<file path="src/rtl/adc_seq_pkg.sv">
package adc_seq_pkg;

  typedef enum logic [1:0] {
    PH_IDLE = 2'd0,
    PH_CONV = 2'd1,
    PH_ACQ  = 2'd2
  } phase_e;

  // Value loaded into a down-counter so that a phase lasts 'cycles' clocks.
  function automatic int unsigned span_load(input int unsigned cycles);
    return (cycles == 0) ? 0 : cycles - 1;
  endfunction

  // Counter width able to hold the longer of two phase loads.
  function automatic int unsigned span_bits(input int unsigned a, input int unsigned b);
    int unsigned m;
    m = (a > b) ? a : b;
    return (m < 2) ? 1 : $clog2(m);
  endfunction

endpackage

</file>
<file path="src/rtl/adc_seq_sync.sv">
module adc_seq_sync #(
  parameter int unsigned STAGES = 2
) (
  input  logic clk,
  input  logic rst_n,
  input  logic req_async_n,
  output logic req_sync_n,
  output logic req_fall
);

  logic [STAGES-1:0] chain;
  logic              prev_q;

  generate
    if (STAGES == 1) begin : g_single
      always_ff @(posedge clk or negedge rst_n) begin
        if (!rst_n) chain <= 1'b1;
        else        chain <= req_async_n;
      end
    end else begin : g_multi
      always_ff @(posedge clk or negedge rst_n) begin
        if (!rst_n) chain <= {STAGES{1'b1}};
        else        chain <= {chain[STAGES-2:0], req_async_n};
      end
    end
  endgenerate

  assign req_sync_n = chain[STAGES-1];

  always_ff @(posedge clk or negedge rst_n) begin
    if (!rst_n) prev_q <= 1'b1;
    else        prev_q <= req_sync_n;
  end

  assign req_fall = prev_q & ~req_sync_n;

endmodule

</file>
<file path="src/rtl/adc_seq_timer.sv">
module adc_seq_timer #(
  parameter int unsigned CW = 5
) (
  input  logic          clk,
  input  logic          rst_n,
  input  logic          load,
  input  logic [CW-1:0] load_val,
  output logic [CW-1:0] count,
  output logic          expired
);

  always_ff @(posedge clk or negedge rst_n) begin
    if (!rst_n)              count <= '0;
    else if (load)           count <= load_val;
    else if (count != '0)    count <= count - 1'b1;
  end

  assign expired = (count == '0);

endmodule

</file>
<file path="src/rtl/adc_seq_capture.sv">
module adc_seq_capture #(
  parameter int unsigned W = 16
) (
  input  logic         clk,
  input  logic         rst_n,
  input  logic         capture,
  input  logic [W-1:0] d,
  output logic [W-1:0] q,
  output logic         rdy
);

  always_ff @(posedge clk or negedge rst_n) begin
    if (!rst_n) begin
      q   <= '0;
      rdy <= 1'b0;
    end else begin
      rdy <= capture;
      if (capture) q <= d;
    end
  end

endmodule

</file>
<file path="src/rtl/adc_conv_sequencer.sv">
module adc_conv_sequencer
  import adc_seq_pkg::*;
#(
  parameter int unsigned RES_W       = 16,
  parameter int unsigned CONV_CYCLES = 12,
  parameter int unsigned ACQ_CYCLES  = 20,
  parameter int unsigned SYNC_STAGES = 2
) (
  input  logic             clk,
  input  logic             rst_n,
  input  logic             start_n,
  input  logic             pwrdn,
  input  logic [RES_W-1:0] result_in,
  output logic             busy,
  output logic             conv_phase,
  output logic             acq_phase,
  output logic [RES_W-1:0] result_out,
  output logic             data_rdy
);

  localparam int unsigned CW = span_bits(CONV_CYCLES, ACQ_CYCLES);
  localparam logic [CW-1:0] CONV_LOAD = CW'(span_load(CONV_CYCLES));
  localparam logic [CW-1:0] ACQ_LOAD  = CW'(span_load(ACQ_CYCLES));

  phase_e        state, state_nx;
  logic          start_s_n, start_fall;
  logic          tmr_load, tmr_expired;
  logic [CW-1:0] tmr_val, tmr_cnt;
  logic          capture;

  // Named events for the assertions
  logic conv_end, acq_end, auto_go, idle_go;

  adc_seq_sync #(.STAGES(SYNC_STAGES)) u_sync (
    .clk        (clk),
    .rst_n      (rst_n),
    .req_async_n(start_n),
    .req_sync_n (start_s_n),
    .req_fall   (start_fall)
  );

  adc_seq_timer #(.CW(CW)) u_timer (
    .clk     (clk),
    .rst_n   (rst_n),
    .load    (tmr_load),
    .load_val(tmr_val),
    .count   (tmr_cnt),
    .expired (tmr_expired)
  );

  adc_seq_capture #(.W(RES_W)) u_capture (
    .clk    (clk),
    .rst_n  (rst_n),
    .capture(capture),
    .d      (result_in),
    .q      (result_out),
    .rdy    (data_rdy)
  );

  assign conv_end = (state == PH_CONV) && tmr_expired;
  assign acq_end  = (state == PH_ACQ)  && tmr_expired;
  assign auto_go  = acq_end && !start_s_n && !pwrdn;
  assign idle_go  = (state == PH_IDLE) && start_fall && !pwrdn;

  always_comb begin
    state_nx = state;
    tmr_load = 1'b0;
    tmr_val  = '0;
    capture  = 1'b0;
    unique case (state)
      PH_IDLE: begin
        if (idle_go) begin
          state_nx = PH_CONV;
          tmr_load = 1'b1;
          tmr_val  = CONV_LOAD;
        end
      end
      PH_CONV: begin
        if (conv_end) begin
          state_nx = PH_ACQ;
          tmr_load = 1'b1;
          tmr_val  = ACQ_LOAD;
          capture  = 1'b1;
        end
      end
      PH_ACQ: begin
        if (auto_go) begin
          state_nx = PH_CONV;
          tmr_load = 1'b1;
          tmr_val  = CONV_LOAD;
        end else if (acq_end) begin
          state_nx = PH_IDLE;
        end
      end
      default: state_nx = PH_IDLE;
    endcase
  end

  always_ff @(posedge clk or negedge rst_n) begin
    if (!rst_n) state <= PH_IDLE;
    else        state <= state_nx;
  end

  assign busy       = (state == PH_CONV);
  assign conv_phase = busy;
  assign acq_phase  = (state == PH_ACQ);

  // a conversion begins only from an idle start edge or an auto restart
  a_r1_start_source: assert property (@(posedge clk) disable iff (!rst_n)
    $rose(busy) |-> ($past(start_fall) || $past(acq_phase)));

  // a running conversion is never abandoned before its timer ends
  a_r3_no_abort: assert property (@(posedge clk) disable iff (!rst_n)
    (busy && !conv_end) |=> busy);

  // a start edge inside a conversion does not reload the timer
  a_r4_no_reload: assert property (@(posedge clk) disable iff (!rst_n)
    (busy && !conv_end) |=> (tmr_cnt == $past(tmr_cnt) - 1'b1));

  // start still low at the end of acquisition chains a new conversion
  a_r5_auto_chain: assert property (@(posedge clk) disable iff (!rst_n)
    (acq_phase && tmr_expired && !start_s_n && !pwrdn) |=> busy);

  // result captured on the edge where busy falls
  a_r6_capture: assert property (@(posedge clk) disable iff (!rst_n)
    $fell(busy) |-> (data_rdy && result_out == $past(result_in)));

  // ready is a single-cycle pulse
  a_r6_rdy_single: assert property (@(posedge clk) disable iff (!rst_n)
    data_rdy |=> !data_rdy);

  // power-down while idle keeps the block out of conversion
  a_r7_pwrdn_hold: assert property (@(posedge clk) disable iff (!rst_n)
    ((state == PH_IDLE) && pwrdn) |=> !busy);

  // phases exclusive
  a_r8_phase_excl: assert property (@(posedge clk) disable iff (!rst_n)
    !(busy && acq_phase));

endmodule

</file>
<file path="config.mk">
export PLATFORM = sky130hd
export DESIGN_NAME = adc_conv_sequencer
export DESIGN_NICKNAME = d
export VERILOG_FILES = /design/src/rtl/adc_seq_pkg.sv /design/src/rtl/adc_seq_sync.sv /design/src/rtl/adc_seq_timer.sv /design/src/rtl/adc_seq_capture.sv /design/src/rtl/adc_conv_sequencer.sv
export SDC_FILE = /design/constraint.sdc
export NUM_CORES = 1
export LEC_CHECK = 0
export BUFFER_PORTS_ARGS = -buffer_cell sky130_fd_sc_hd__buf_2
export CAP_MARGIN = 10
export CORE_ASPECT_RATIO = 0.6
export CORE_MARGIN = 2
export CORE_UTILIZATION = 30
export CTS_CLUSTER_DIAMETER = 200
export DETAILED_ROUTE_END_ITERATION = 16
export GPL_ROUTABILITY_DRIVEN = 1
export PLACE_DENSITY_LB_ADDON = 0.1
export SETUP_SLACK_MARGIN = 0.2
export SLEW_MARGIN = 10
export SYNTH_ARGS = -nofsm -noshare
export SYNTH_HDL_FRONTEND = slang
export SYNTH_SLANG_ARGS = --single-unit
</file>
<file path="constraint.sdc">
create_clock -name clk -period 1.6 [get_ports clk]
set_input_delay 0.16 -clock clk [delete_from_list [all_inputs] [get_ports clk]]
set_output_delay 0.16 -clock clk [all_outputs]
set_load 0.03 [all_outputs]
</file>
== Yosys cells after proc, flatten, opt, wreduce, memory -nomap -nowiden ==
Index checks and enable logic that the tools add are counted.

* Bits of input ports: 20
* Logic and storage cells: 43
* Register bits: 27

* Bitwise logic cells: 2
* Add/subtract/negate cells: 1
* Reduce and logical (&&, ||, !) cells: 13
* Eq/ne operators: 5
* Muxes and demuxes: 16

{| class="wikitable"
|+ Operator list
! cell !! count
|-
| 2-to-1 mux 5 bit || 3
|-
| case mux 5 bit (3 select lines) || 1
|-
| 2-to-1 mux 2 bit || 4
|-
| 2-to-1 mux 4 bit || 2
|-
| logical AND 1 bit || 6
|-
| case mux 2 bit (3 select lines) || 1
|-
| logical NOT 5 bit || 1
|-
| nonzero test 5 bit || 1
|-
| subtractor 5 x 1 -> 5 bit (second input constant) || 1
|-
| 2-to-1 mux 1 bit || 4
|-
| inequality test 3 x 1 -> 1 bit (second input constant) || 1
|-
| case mux 1 bit (3 select lines) || 1
|-
| AND reduction 3 bit || 1
|-
| == test 2 x 1 -> 1 bit (second input constant) || 1
|-
| == test 2 bit (second input constant) || 1
|-
| logical NOT 1 bit || 2
|-
| logical NOT 2 bit || 1
|-
| inequality test 2 x 1 -> 1 bit (second input constant) || 1
|-
| inequality test 2 bit (second input constant) || 1
|-
| nonzero test 2 bit || 1
|-
| bitwise AND 1 bit || 1
|-
| NOT 1 bit || 1
|}

== Longest topological paths before layout ==
Gate-level depths: netlist of run 1.

* Depth in word-level cells: 7
* Gate-level depth with buffers: 6
* Gate-level depth less buffers: 5

== Modules after synthesis ==
From an unflattened synthesis of run 1, not the netlist that was laid out.

* Cell total of the unflattened synthesis: 85
* Area, all modules: 1213.7 µm²

{| class="wikitable"
|+ Modules (own cells, without submodules)
! module !! instances !! cells each !! area each (µm²)
|-
| adc_seq_capture || 1 || 35 || 674.4
|-
| adc_seq_timer || 1 || 27 || 279.0
|-
| adc_conv_sequencer || 1 || 19 || 167.7
|-
| adc_seq_sync || 1 || 4 || 92.6
|}

== Worst setup path before layout of run 1 ==
Ideal clock, no wire load.

* Path type: flip-flop to flip-flop
* Start point: reg state[0]
* End point: reg u_capture.q[0]
* Clock period less this slack: 1.720 ns
* Arrival: 1.595 ns
* Cell stages (with the launch flop): 5
* Path buffers: 1
* Setup slack: -0.120 ns
* Cell sequence: dfrtp_1 -> nor2b_1 -> nand2_2 -> buf_6 -> mux2_4

* Word-level cells in the longest chain between the ends: 4

{| class="wikitable"
|+ RTL lines
! what !! RTL line !! text
|-
| start, declared || adc_conv_sequencer.sv:25 || <nowiki>phase_e state, state_nx;</nowiki>
|-
| start signal, assigned || adc_conv_sequencer.sv:101 || <nowiki>else state <= state_nx;</nowiki>
|-
| == test 2 x 1 -> 1 bit (*) || -- ||
|-
| via busy || adc_conv_sequencer.sv:14 || <nowiki>output logic busy,</nowiki>
|-
| logical AND 1 bit || adc_conv_sequencer.sv:60 || <nowiki>assign conv_end = (state == PH_CONV) && tmr_expired;</nowiki>
|-
| 2-to-1 mux 1 bit || adc_conv_sequencer.sv:79 || <nowiki>if (conv_end) begin</nowiki>
|-
| 2-to-1 mux 1 bit (*) || adc_conv_sequencer.sv:70 || <nowiki>unique case (state)</nowiki>
|-
| end signal, assigned || adc_seq_capture.sv:14 || <nowiki>q <= '0;</nowiki>
|-
| end signal, assigned || adc_seq_capture.sv:18 || <nowiki>if (capture) q <= d;</nowiki>
|-
| end, declared || adc_seq_capture.sv:8 || <nowiki>output logic [W-1:0] q,</nowiki>
|}

The timed path passes the listed nets; every way through them passes the cells marked *.
A chain may end at the register's enable or synchronous reset.

== Final worst setup path of run 1 ==
* Start point: reg u_timer.count[0]
* End point: reg u_capture.q[8]

* Word-level cells in the longest chain between the ends: 4

{| class="wikitable"
|+ RTL lines
! what !! RTL line !! text
|-
| start, declared || adc_seq_timer.sv:8 || <nowiki>output logic [CW-1:0] count,</nowiki>
|-
| start signal, assigned || adc_seq_timer.sv:14 || <nowiki>else if (load) count <= load_val;</nowiki>
|-
| start signal, assigned || adc_seq_timer.sv:15 || <nowiki>else if (count != '0) count <= count - 1'b1;</nowiki>
|-
| logical NOT 5 bit || adc_seq_timer.sv:18 || <nowiki>assign expired = (count == '0);</nowiki>
|-
| logical AND 1 bit || adc_conv_sequencer.sv:60 ||
|-
| 2-to-1 mux 1 bit || adc_conv_sequencer.sv:79 ||
|-
| 2-to-1 mux 1 bit || adc_conv_sequencer.sv:70 ||
|}

No other way between the ends.

==> results of run 1 <==
[power breakdown]
part	switching [mW]	total (mW)	internal, mW
clock	0.212	0.391	0.178
sequential	0.0138	0.723	0.709
combinational	0.0777	0.139	0.0613
total	0.304	1.25	0.949
[registers in the layout (all words and copies together) (netlist names)]
signal and flops:
u_sync.prev_q 1, u_capture.q 16, u_sync.chain 2, u_capture.rdy 1, u_timer.count 5, state 2
[critical path, cell delays in order (launching register included)]
cell and delay (ps):
dfrtp_1 410, inv_2 80, ha_4 140, nor4b_4 240, nand2_2 110, buf_12 180, mux2_4 300
[final timing paths]
kind	from	endpoint	slack, ps	cells after the start
worst max register to register	u_timer.count[0]	u_capture.q[8]	20	6
worst max-delay path	u_timer.count[0]	u_capture.q[8]	20	6
worst min-delay path	result_in[7]	u_capture.q[7]	110	2
worst min register to register	u_sync.chain[0]	u_sync.chain[1]	360	0
max in group asynchronous	rst_n	state[0]	770	2
min in group asynchronous	rst_n	u_capture.q[10]	420	2
[what timing repair did]
action                                  4_1_cts  5_1_grt
gates resized for setup                       4        9
pin swaps                                     3        3
endpoints found under the hold margin        25        0
setup buffers                                 3        1
hold buffers                                  2        0
endpoints found under the setup margin       20       25
[logic make-up (layout without fill, tap and decap cells)]
| group | after synthesis | after routing | share of synthesized area [%] |
|---|---|---|---|
| fa+ha+maj | 2 | 2 | 2.10 |
| buf+inv | 7 | 59 | 3.79 |
| simple gates | 23 | 23 | 12.5 |
| compound gates | 5 | 5 | 2.95 |
| xor+xnor | 1 | 1 | 0.737 |
| flops | 27 | 27 | 57.2 |
| mux | 17 | 17 | 20.7 |
[layer usage]
layer | track usage [%] | vias up
met5 | 0 | -
met4 | 2.38 | 0
met3 | 4.25 | 2
met2 | 20.7 | 22
met1 | 15.4 | 390
li1 | - | 387
[cells in the final DEF, fill, tap and decap left out, types with 2 or more instances in the layout]
master and count:
nor2_1 2, nor3_1 2, nand2_2 2, o211ai_1 3, nand2_1 4, dlygate4sd3_1 2, clkbuf_8 3, dfrtp_1 24
dfstp_2 3, mux2_4 15, buf_4 8, inv_2 2, buf_2 39, inv_1 2
[through the flow]
| stage | TNS, ps | setup slack [ps] | std cells |
|---|---|---|---|
| final | 0 | 16.0 | 181 |
| after global routing | -598 | -49.5 | 181 |
| after detailed placement | 0 | 23.7 | 171 |
| after global placement | 0 | 79.2 | 171 |
| after CTS | 0 | 15.1 | 180 |
| after floorplan | 0 | 32.4 | 82 |
[layout make-up]
cell class                      count  area share, %
Clock buffer                        4           2.75
Inverter                            4          0.918
Multi-Input combinational cell     48           32.4
Sequential cell                    27           41.5
Tap cell                           47           3.60
Timing Repair Buffer               51           18.7
==> out/results.tsv, run 1 <==
stage	metric	value	unit
status	status	complete, no violations	
finish	Area growth, synth to finish	37.6	%
place	dpl cell area	1490	sq um
clock_tree	total CTS buffers	3	
clock_tree	Reg clk slew, reported paths	90	ps
global_routing	Total GRT Usage	12.3	%
clock_tree	TritonCTS clock tree	done	
clock_tree	H-tree depth	1	
floorplan	io pins	40	
setup_path	crit end category	flip-flop	
logic_synthesis	number of flops mapped to enable cells by yosys	0	
route	drt drc	0	
logic_synthesis	most frequent cells after synthesis	dfrtp_1, mux2_4, nand2_1	
route	Via-to-Cell Ratio	4.43	
floorplan	die area	4500	sq um
global_routing	largest net degree at the start of global routing	28	
power_and_ir_drop	PD cells	766	nW/um^2
timing	final setup violation count	0	
timing	final worst path period share	99.0	%
route	Routed Antenna Nets	0	
clock_tree	clock buffer depth	2	
route	Metal-1 WL	1190	um
place	GP Congestion	0.721	
finish	multi-input logic area	531	sq um
route	max layer used	met4	
flow_run	max cap viols	0	
setup_path	CP max FO	21	
logic_synthesis	Synth cell types	27	
finish	Seq. cell area	679	sq um
route	routed wire length	2500	um
floorplan	initial core utilization	31.8	%
setup_path	crit path kind	flip-flop to flip-flop	
logic_synthesis	share of the synthesized area in the top cell type	50.5	%
worst_hold_path	HP Class	input pin to flip-flop	
finish	layout cell share with drive strength beyond 1	64.2	%
power_and_ir_drop	LEAKAGE	0.811	nW
setup_path	Worst Setup Start Kind	flip-flop	
logic_synthesis	Net Count, Synth	104	
logic_synthesis	Synth Flop Type	dfrtp_1	
finish	Final Util	43.7	%
floorplan	die height	52.8	um
timing	skew final	4.75	ps
clock_tree	TritonCTS Sinks	27	
timing	fin. max-slew vios	0	
global_routing	number of global-route vias before repair	853	
finish	# diodes	0	
global_routing	global-route wire length before repair	4150	um
floorplan	Die X	85.3	um
logic_synthesis	main area contributors after synthesis	dfrtp_1, mux2_4, dfstp_2	
global_routing	global route overflow	0	
route	metal2 WL	1140	um
logic_synthesis	area leader, netlist	dfrtp_1	
floorplan	# rows	17	
finish	fill count	365	
timing	worst relative slew slack	59.2	%
logic_synthesis	mapped cell area	1190	sq um
place	Port-buffer cells	39	
clock_tree	clk root buf	clkbuf_8	
setup_path	Worst EP arrival	1750	ps
power_and_ir_drop	total power	1.25	mW
timing	WHS	112	ps
logic_synthesis	Async SR Flop Fraction	100	%
route	DR WL/cell	13.8	um
route	WL met3	159	um
logic_synthesis	post-synthesis sequential area ratio	57.2	%
route	DR iter-0 viols	8	
logic_synthesis	YS warnings	0	
timing	RSZ-0062 raised after global routing	true	
route	vias	801	
logic_synthesis	most frequent cell after synthesis	dfrtp_1	
global_routing	antenna violations before repair	0	
finish	nets	157	
place	DP HPWL	1740	um
route	TritonRoute pass-1 iters	3	
setup_path	Worst EP required	1760	ps
logic_synthesis	syn_area_per_cell	14.5	sq um
finish	Final Cell Area	1640	sq um
timing	f_max	0.631	GHz
power_and_ir_drop	worst vdd ir	0.332	mV
timing	Hold Vio Cnt, Final	0	
logic_synthesis	Gate Count Post-Synth	82	
clock_tree	clk_lat worst skew	270	ps
floorplan	core area	3740	sq um
logic_synthesis	FF+latch count, synth	27	
timing	worst slew pin tran	613	ps
timing	Final min period	1580	ps
No activity file was read; power rests on OpenSTA's default activity.
==> run 2: changes to the inputs <==
--- a/config.mk
+++ b/config.mk
@@ -18,4 +18,5 @@
 export SLEW_MARGIN = 10
 export SYNTH_ARGS = -nofsm -noshare
 export SYNTH_HDL_FRONTEND = slang
+export SYNTH_HIERARCHICAL = 1
 export SYNTH_SLANG_ARGS = --single-unit
==> run 2 against run 1 <==
The run now ends with negative setup slack left. Critical endpoint is now u_timer/count[3]. Largest power group is now combinational logic. Worst setup slack got worse by 180 ps. Register-to-register slack got worse by 180 ps. Critical path type unchanged. Via count up 6.5%. First-iteration DRC count grew 88%.
==> out/results.tsv, run 2 <==
stage	metric	value	unit	change
status	status	complete, but fails checks		
status	failing checks	negative setup slack		
floorplan	# rows	17		unchanged
finish	# diodes	0		unchanged
timing	setup TNS	-3040	ps	-3040 ps
timing	RSZ-0062 raised after global routing	true		
route	DR WL/cell	13.6	um	-1.3%
clock_tree	Reg clk slew, reported paths	80	ps	about the same
finish	Area growth, synth to finish	44.7	%	
route	drt drc	0		unchanged
setup_path	Worst EP required	1780	ps	+20 ps
logic_synthesis	most frequent cell after synthesis	dfrtp_1		
setup_path	Worst EP arrival	1950	ps	+200 ps
setup_path	crit path kind	flip-flop to flip-flop		
logic_synthesis	Net Count, Synth	106		+1.9%
setup_path	r2r endpoint	u_timer/count[3]		
global_routing	antenna violations before repair	0		unchanged
logic_synthesis	Synth Flop Type	dfrtp_1		
finish	layout cell share with drive strength beyond 1	67.1	%	+2.9 points
timing	skew final	2.92	ps	-1.83 ps
route	DR iter-0 viols	15		+7
worst_hold_path	hold depth	2		unchanged
finish	most common cell after layout, fill and taps aside	buf_2		
power_and_ir_drop	Int Power	2.19	mW	+130%
setup_path	Setup crit start	u_timer/count[1]		
flow_run	max cap viols	0		unchanged
timing	post-layout worst setup margin	-168	ps	-184 ps
power_and_ir_drop	Flop pwr share	31.9	%	-26 points
route	vias	853		+6.5%
floorplan	initial core utilization	32.2	%	+0.49 points
logic_synthesis	YS warnings	6		+6
floorplan	die height	53.3	um	+0.98%
timing	final setup violation count	22		+22
logic_synthesis	mapped cell area	1210	sq um	+2.1%
route	Routed Antenna Nets	0		unchanged
setup_path	crit end category	flip-flop		
logic_synthesis	main area contributors after synthesis	dfrtp_1, mux2_4, dfstp_2		
power_and_ir_drop	Clk pwr share	10.3	%	-21 points
setup_path	Reg2Reg Setup Slack	-170	ps	-180 ps
place	DP Cell Count	182		+6.4%
power_and_ir_drop	worst vdd ir	0.740	mV	+120%
floorplan	Die X	86.1	um	+1.0%
clock_tree	clock buffer depth	2		unchanged
power_and_ir_drop	PD cells	2070	nW/um^2	+170%
global_routing	Total GRT Usage	12.1	%	-0.17 points
clock_tree	total CTS buffers	3		unchanged
logic_synthesis	Synth cell types	28		+3.7%
floorplan	die area	4590	sq um	+2.0%
finish	nets	168		+7.0%
power_and_ir_drop	switching pwr	1.44	mW	+370%
place	DP HPWL	1870	um	+7.3%
worst_hold_path	Min-Delay Endpoint	u_capture/q[14]		
timing	final worst path period share	110	%	+11 points
setup_path	Worst R2R Start	u_timer/count[1]		
global_routing	largest net degree at the start of global routing	28		unchanged
logic_synthesis	Gate Count Post-Synth	85		+3.7%
setup_path	R2R depth	9		+3
global_routing	global-route wire length before repair	4040	um	-2.7%
power_and_ir_drop	switching part of the total	39.8	%	+16 points
finish	commonest cells after routing, fill and taps aside	buf_2, dfrtp_1, buf_4, mux2_4, inv_2		
logic_synthesis	Async SR Flop Fraction	100	%	unchanged
timing	fin. max-slew vios	0		unchanged
clock_tree	H-tree depth	1		unchanged
finish	number of flip-flops under the largest register name	16		unchanged
logic_synthesis	number of flops mapped to enable cells by yosys	0		unchanged
logic_synthesis	area leader, netlist	dfrtp_1		
global_routing	number of global-route vias before repair	819		-4.0%
finish	top flop regs	u_capture/q (16), u_timer/count (5)		
floorplan	io pins	40		unchanged
route	TritonRoute pass-1 iters	4		+1
place	Port-buffer cells	39		unchanged
finish	non-filler instance count after layout	193		+6.6%
worst_hold_path	Hold Startpoint	result_in[14]		
clock_tree	clk root buf	clkbuf_8		
logic_synthesis	share of the synthesized area in the top cell type	49.5	%	-1.0 points
floorplan	core area	3760	sq um	+0.57%
logic_synthesis	most frequent cells after synthesis	dfrtp_1, mux2_4, mux2_2		
clock_tree	TritonCTS Sinks	27		unchanged
logic_synthesis	post-synthesis sequential area ratio	56.0	%	-1.2 points
power_and_ir_drop	LEAKAGE	0.866	nW	+6.8%
timing	WHS	119	ps	+7.00 ps
route	Via-to-Cell Ratio	4.42		-0.13%
power_and_ir_drop	total power	3.63	mW	+190%
route	routed wire length	2630	um	+5.2%
timing	worst relative slew slack	61.2	%	+2.0 points
place	GP Congestion	0.695		-3.6%
finish	Biggest register	u_capture/q		
logic_synthesis	FF+latch count, synth	27		unchanged
timing	Final min period	1770	ps	+184 ps
timing	worst slew pin tran	582	ps	-30.5 ps
worst_hold_path	HP Class	input pin to flip-flop		
timing	f_max	0.566	GHz	-10%
setup_path	CP max FO	6		-71%
power_and_ir_drop	Logic pwr share	57.8	%	+47 points
setup_path	Worst Setup Start Kind	flip-flop		
logic_synthesis	syn_area_per_cell	14.3	sq um	-1.5%
clock_tree	TritonCTS clock tree	done		
clock_tree	clk_lat worst skew	270	ps	about the same
timing	Hold Vio Cnt, Final	0		unchanged
global_routing	global route overflow	0		unchanged
run 2: cell types whose count changed after synthesis, moves of 2 or more:
cell / delta
mux2_2: +6
mux2_4: -5
nor3_1: -3
o31ai_1: +3
inv_1: +2
nand3b_1: +2
nor2_1: -2
xnor2_1: +2
run 2: logic make-up (layout without fill, tap and decap cells):
logic type	Yosys count	in the layout	share of synthesized area, %
multiplexers	17	17	18.9
other	1	1	0.309
AO/OA/AOI/OAI	10	10	5.67
adder cells (fa/ha/maj)	1	1	1.03
XOR/XNOR	3	3	2.17
flip-flops	27	27	56.0
buffers and inverters	10	71	5.36
AND/OR/NAND/NOR	16	16	10.6
run 2: worst max-delay path by stage:
stage,to,slack (ps),cells past startpoint
global route,u_timer/count[3],-300,9
floorplan,u_capture/q[10],-300,8
detailed placement,u_capture/q[3],-150,7
finish,u_timer/count[3],-170,9
global placement,u_capture/q[0],-90,7
CTS,u_timer/count[3],-160,9
run 2: worst max-delay path, stage by stage (launching register included):
cell and delay (ps):
dfrtp_1 390, inv_2 80, ha_4 130, nor4b_4 250, buf_4 170, nand4bb_1 120
o211ai_1 230, buf_4 200, nand2_2 60, o31ai_2 60
run 2: final cells by class:
cell class / instances / area [sq um]
Fill cell: 351 / 2010
Sequential cell: 27 / 679
Multi-Input combinational cell: 48 / 528
Timing Repair Buffer: 61 / 423
Tap cell: 47 / 58.8
Clock buffer: 4 / 45.0
Inverter: 6 / 22.5
run 2: timing repair:
item | CTS | global route
hold buffers | 2 | 0
hold endpoints to repair | 25 | 0
setup buffers | 1 | 1
endpoints found under the setup margin | 22 | 27
cloned | 0 | 3
pin swaps | 1 | 2
resized for setup | 5 | 18
run 2: power groups by stage:
stage          sequential (mW)  clock (mW)  combinational, mW
2_1_floorplan             1.58           0              0.872
3_3_place_gp              1.15           0               1.87
3_5_place_dp              1.16           0               1.89
4_1_cts                   1.16       0.392               1.95
5_1_grt                   1.19       0.423               2.25
6_report                  1.16       0.373               2.10
run 2: stage by stage:
stage / utilization, % / cell area [sq um] / worst slack, ps
final: 46.7 / 1760 / -168
after global routing: 46.7 / 1760 / -302
after CTS: 43.8 / 1650 / -157
after detailed placement: 41.5 / 1560 / -150
after global placement: 41.5 / 1560 / -87.6
after floorplan: - / 1230 / -298
run 2: routing by layer:
metal	part of all wire [%]	GRT usage [%]	up-vias	routed length [um]
met5	0	0	-	0
li1	-	-	415	-
met2	41	18.5	19	1080
met1	53	16.1	417	1390
met3	5.2	4.68	2	138
met4	0.68	3.17	0	18
==> run 3: changes to the inputs <==
--- a/config.mk
+++ b/config.mk
@@ -13,7 +13,6 @@
 export CTS_CLUSTER_DIAMETER = 200
 export DETAILED_ROUTE_END_ITERATION = 16
 export GPL_ROUTABILITY_DRIVEN = 1
-export PLACE_DENSITY_LB_ADDON = 0.1
 export SETUP_SLACK_MARGIN = 0.2
 export SLEW_MARGIN = 10
 export SYNTH_ARGS = -nofsm -noshare
==> run 3 against run 2 <==
The flow still finishes with violations (negative setup slack). Non-clock buffer count increased by 1. Sequential share of layout area decreased by 0.37 points. Wire length decreased by 3.0%. Global-route usage decreased by 0.41 points. Clock skew increased by 1.7 ps. Combinational power about the same. Worst setup slack improved by 22 ps. Via count increased by 1.1%. Core utilization increased by 0.53 points. Cell area increased by 1.1%. Sequential cell count unchanged. Highest routed layer is now met3.
==> out/results.tsv, run 3 (synthesis gave the netlist of run 2 again) <==
stage	metric	value	unit	change
status	status	complete, but fails checks		
status	failing checks	negative setup slack		
clock_tree	clk_lat worst skew	270	ps	about the same
floorplan	core area	3760	sq um	unchanged
setup_path	Worst R2R Start	u_timer/count[1]		
route	Routed Antenna Nets	0		unchanged
clock_tree	Reg clk slew, reported paths	100	ps	+20 ps
power_and_ir_drop	Clk pwr share	10.9	%	+0.6 points
place	DP Cell Count	181		-0.55%
power_and_ir_drop	switching part of the total	40.0	%	+0.21 points
finish	Biggest register	u_capture/q		
finish	layout cell share with drive strength beyond 1	69.4	%	+2.3 points
global_routing	number of global-route vias before repair	884		+7.9%
power_and_ir_drop	total power	3.67	mW	+1.1%
setup_path	Worst Setup Start Kind	flip-flop		
global_routing	largest net degree at the start of global routing	28		unchanged
flow_run	max cap viols	0		unchanged
power_and_ir_drop	switching pwr	1.47	mW	+1.6%
finish	Area growth, synth to finish	46.4	%	
floorplan	Die X	86.1	um	unchanged
power_and_ir_drop	LEAKAGE	0.861	nW	-0.58%
place	GP Congestion	0.768		+10%
setup_path	CP max FO	9		+3
timing	f_max	0.573	GHz	+1.3%
timing	worst slew pin tran	605	ps	+22.4 ps
worst_hold_path	Hold Startpoint	result_in[11]		
timing	Hold Vio Cnt, Final	0		unchanged
power_and_ir_drop	worst vdd ir	0.715	mV	-3.3%
clock_tree	clk root buf	clkbuf_8		
timing	final setup violation count	21		-4.5%
timing	skew final	4.65	ps	+1.72 ps
global_routing	Total GRT Usage	11.7	%	-0.41 points
clock_tree	clock buffer depth	2		unchanged
timing	setup TNS	-2530	ps	+506 ps
setup_path	Worst EP required	1770	ps	about the same
global_routing	global route overflow	0		unchanged
global_routing	global-route wire length before repair	4060	um	+0.52%
place	Port-buffer cells	39		unchanged
finish	most common cell after layout, fill and taps aside	buf_2		
timing	Final min period	1750	ps	-21.9 ps
floorplan	die height	53.3	um	unchanged
route	drt drc	0		unchanged
route	DR iter-0 viols	6		-9
finish	Final Cell Area	1780	sq um	+1.1%
setup_path	Setup crit start	u_timer/count[1]		
floorplan	# rows	17		unchanged
finish	non-filler instance count after layout	194		+0.52%
power_and_ir_drop	Logic pwr share	57.8	%	about the same
timing	WHS	111	ps	-8.12 ps
route	TritonRoute pass-1 iters	4		unchanged
route	DR WL/cell	13.1	um	-3.5%
power_and_ir_drop	Flop pwr share	31.2	%	-0.7 points
worst_hold_path	HP Class	input pin to flip-flop		
route	routed wire length	2550	um	-3.0%
place	DP Worst Slack	-146	ps	+4.65 ps
route	Via-to-Cell Ratio	4.44		+0.53%
power_and_ir_drop	PD cells	2070	nW/um^2	about the same
finish	# diodes	0		unchanged
setup_path	Worst EP arrival	1910	ps	-40 ps
floorplan	die area	4590	sq um	unchanged
setup_path	crit path kind	flip-flop to flip-flop		
place	DP HPWL	1780	um	-4.9%
floorplan	initial core utilization	32.2	%	unchanged
finish	number of flip-flops under the largest register name	16		unchanged
floorplan	io pins	40		unchanged
finish	Final Util	47.2	%	+0.53 points
power_and_ir_drop	Int Power	2.20	mW	+0.73%
timing	fin. max-slew vios	0		unchanged
finish	top flop regs	u_capture/q (16), u_timer/count (5)		
clock_tree	TritonCTS clock tree	done		
clock_tree	total CTS buffers	3		unchanged
finish	commonest cells after routing, fill and taps aside	buf_2, dfrtp_1, buf_4		
global_routing	antenna violations before repair	0		unchanged
place	dpl cell area	1560	sq um	-0.48%
worst_hold_path	hold depth	2		unchanged
finish	nets	169		+0.60%
route	vias	862		+1.1%
setup_path	crit end category	flip-flop		
clock_tree	TritonCTS Sinks	27		unchanged
timing	RSZ-0062 raised after global routing	true		
setup_path	R2R depth	7		-2
clock_tree	H-tree depth	1		unchanged
timing	post-layout worst setup margin	-146	ps	+21.9 ps
timing	final worst path period share	109	%	-1.4 points
timing	worst relative slew slack	59.7	%	-1.5 points
## run 3: changes by cell type in the layout (fill, tap and decap cells not counted), sizes merged
cell,change
buf,+2
clkbuf,-2
clkinvlp,+1
## run 3: repair_timing
item                       4_1_cts  5_1_grt
gates resized for setup          8       19
pin swaps                        1        2
setup endpoints to repair       24       27
setup buffers                    4        2
hold buffers                     2        0
gates cloned                     0        1
hold endpoints to repair        25        0
## run 3: power groups by stage
stage	logic [mW]	registers, mW	clock network [mW]
2_1_floorplan	0.872	1.58	0
3_3_place_gp	1.81	1.15	0
3_5_place_dp	1.83	1.17	0
4_1_cts	1.93	1.16	0.412
5_1_grt	2.28	1.19	0.451
6_report	2.12	1.15	0.402
## run 3: cell type report
class                      instances  area (sq um)
fill                             340          1990
sequential                        27           681
multi-input combinational         48           522
timing repair buffer              62           444
tap                               47          58.8
clock buffer                       3          41.3
inverter                           6          22.5
clock inverter                     1          7.51
## run 3: layer usage
layer	up-vias	track usage [%]	wire length (um)
met4	0	1.85	0
met1	425	14.9	1210
li1	418	-	-
met5	-	0	0
met2	19	19.6	1200
met3	0	4.06	131
## run 3: critical path, stage by stage (launching register included)
cell and delay [ps]:
dfrtp_1 400, inv_2 80, ha_4 130, nor4b_4 240, nand3b_1 180, inv_2 140, buf_12 140, mux2_2 330
## run 3: worst paths after layout
check | slack (ps) | end
max | -150 | u_capture/q[0]
min | 110 | u_capture/q[11]
max reg2reg | -150 | u_capture/q[0]
min reg2reg | 360 | u_sync/chain[1]
max in group asynchronous | 750 | state[1]
min in group asynchronous | 420 | u_timer/count[3]
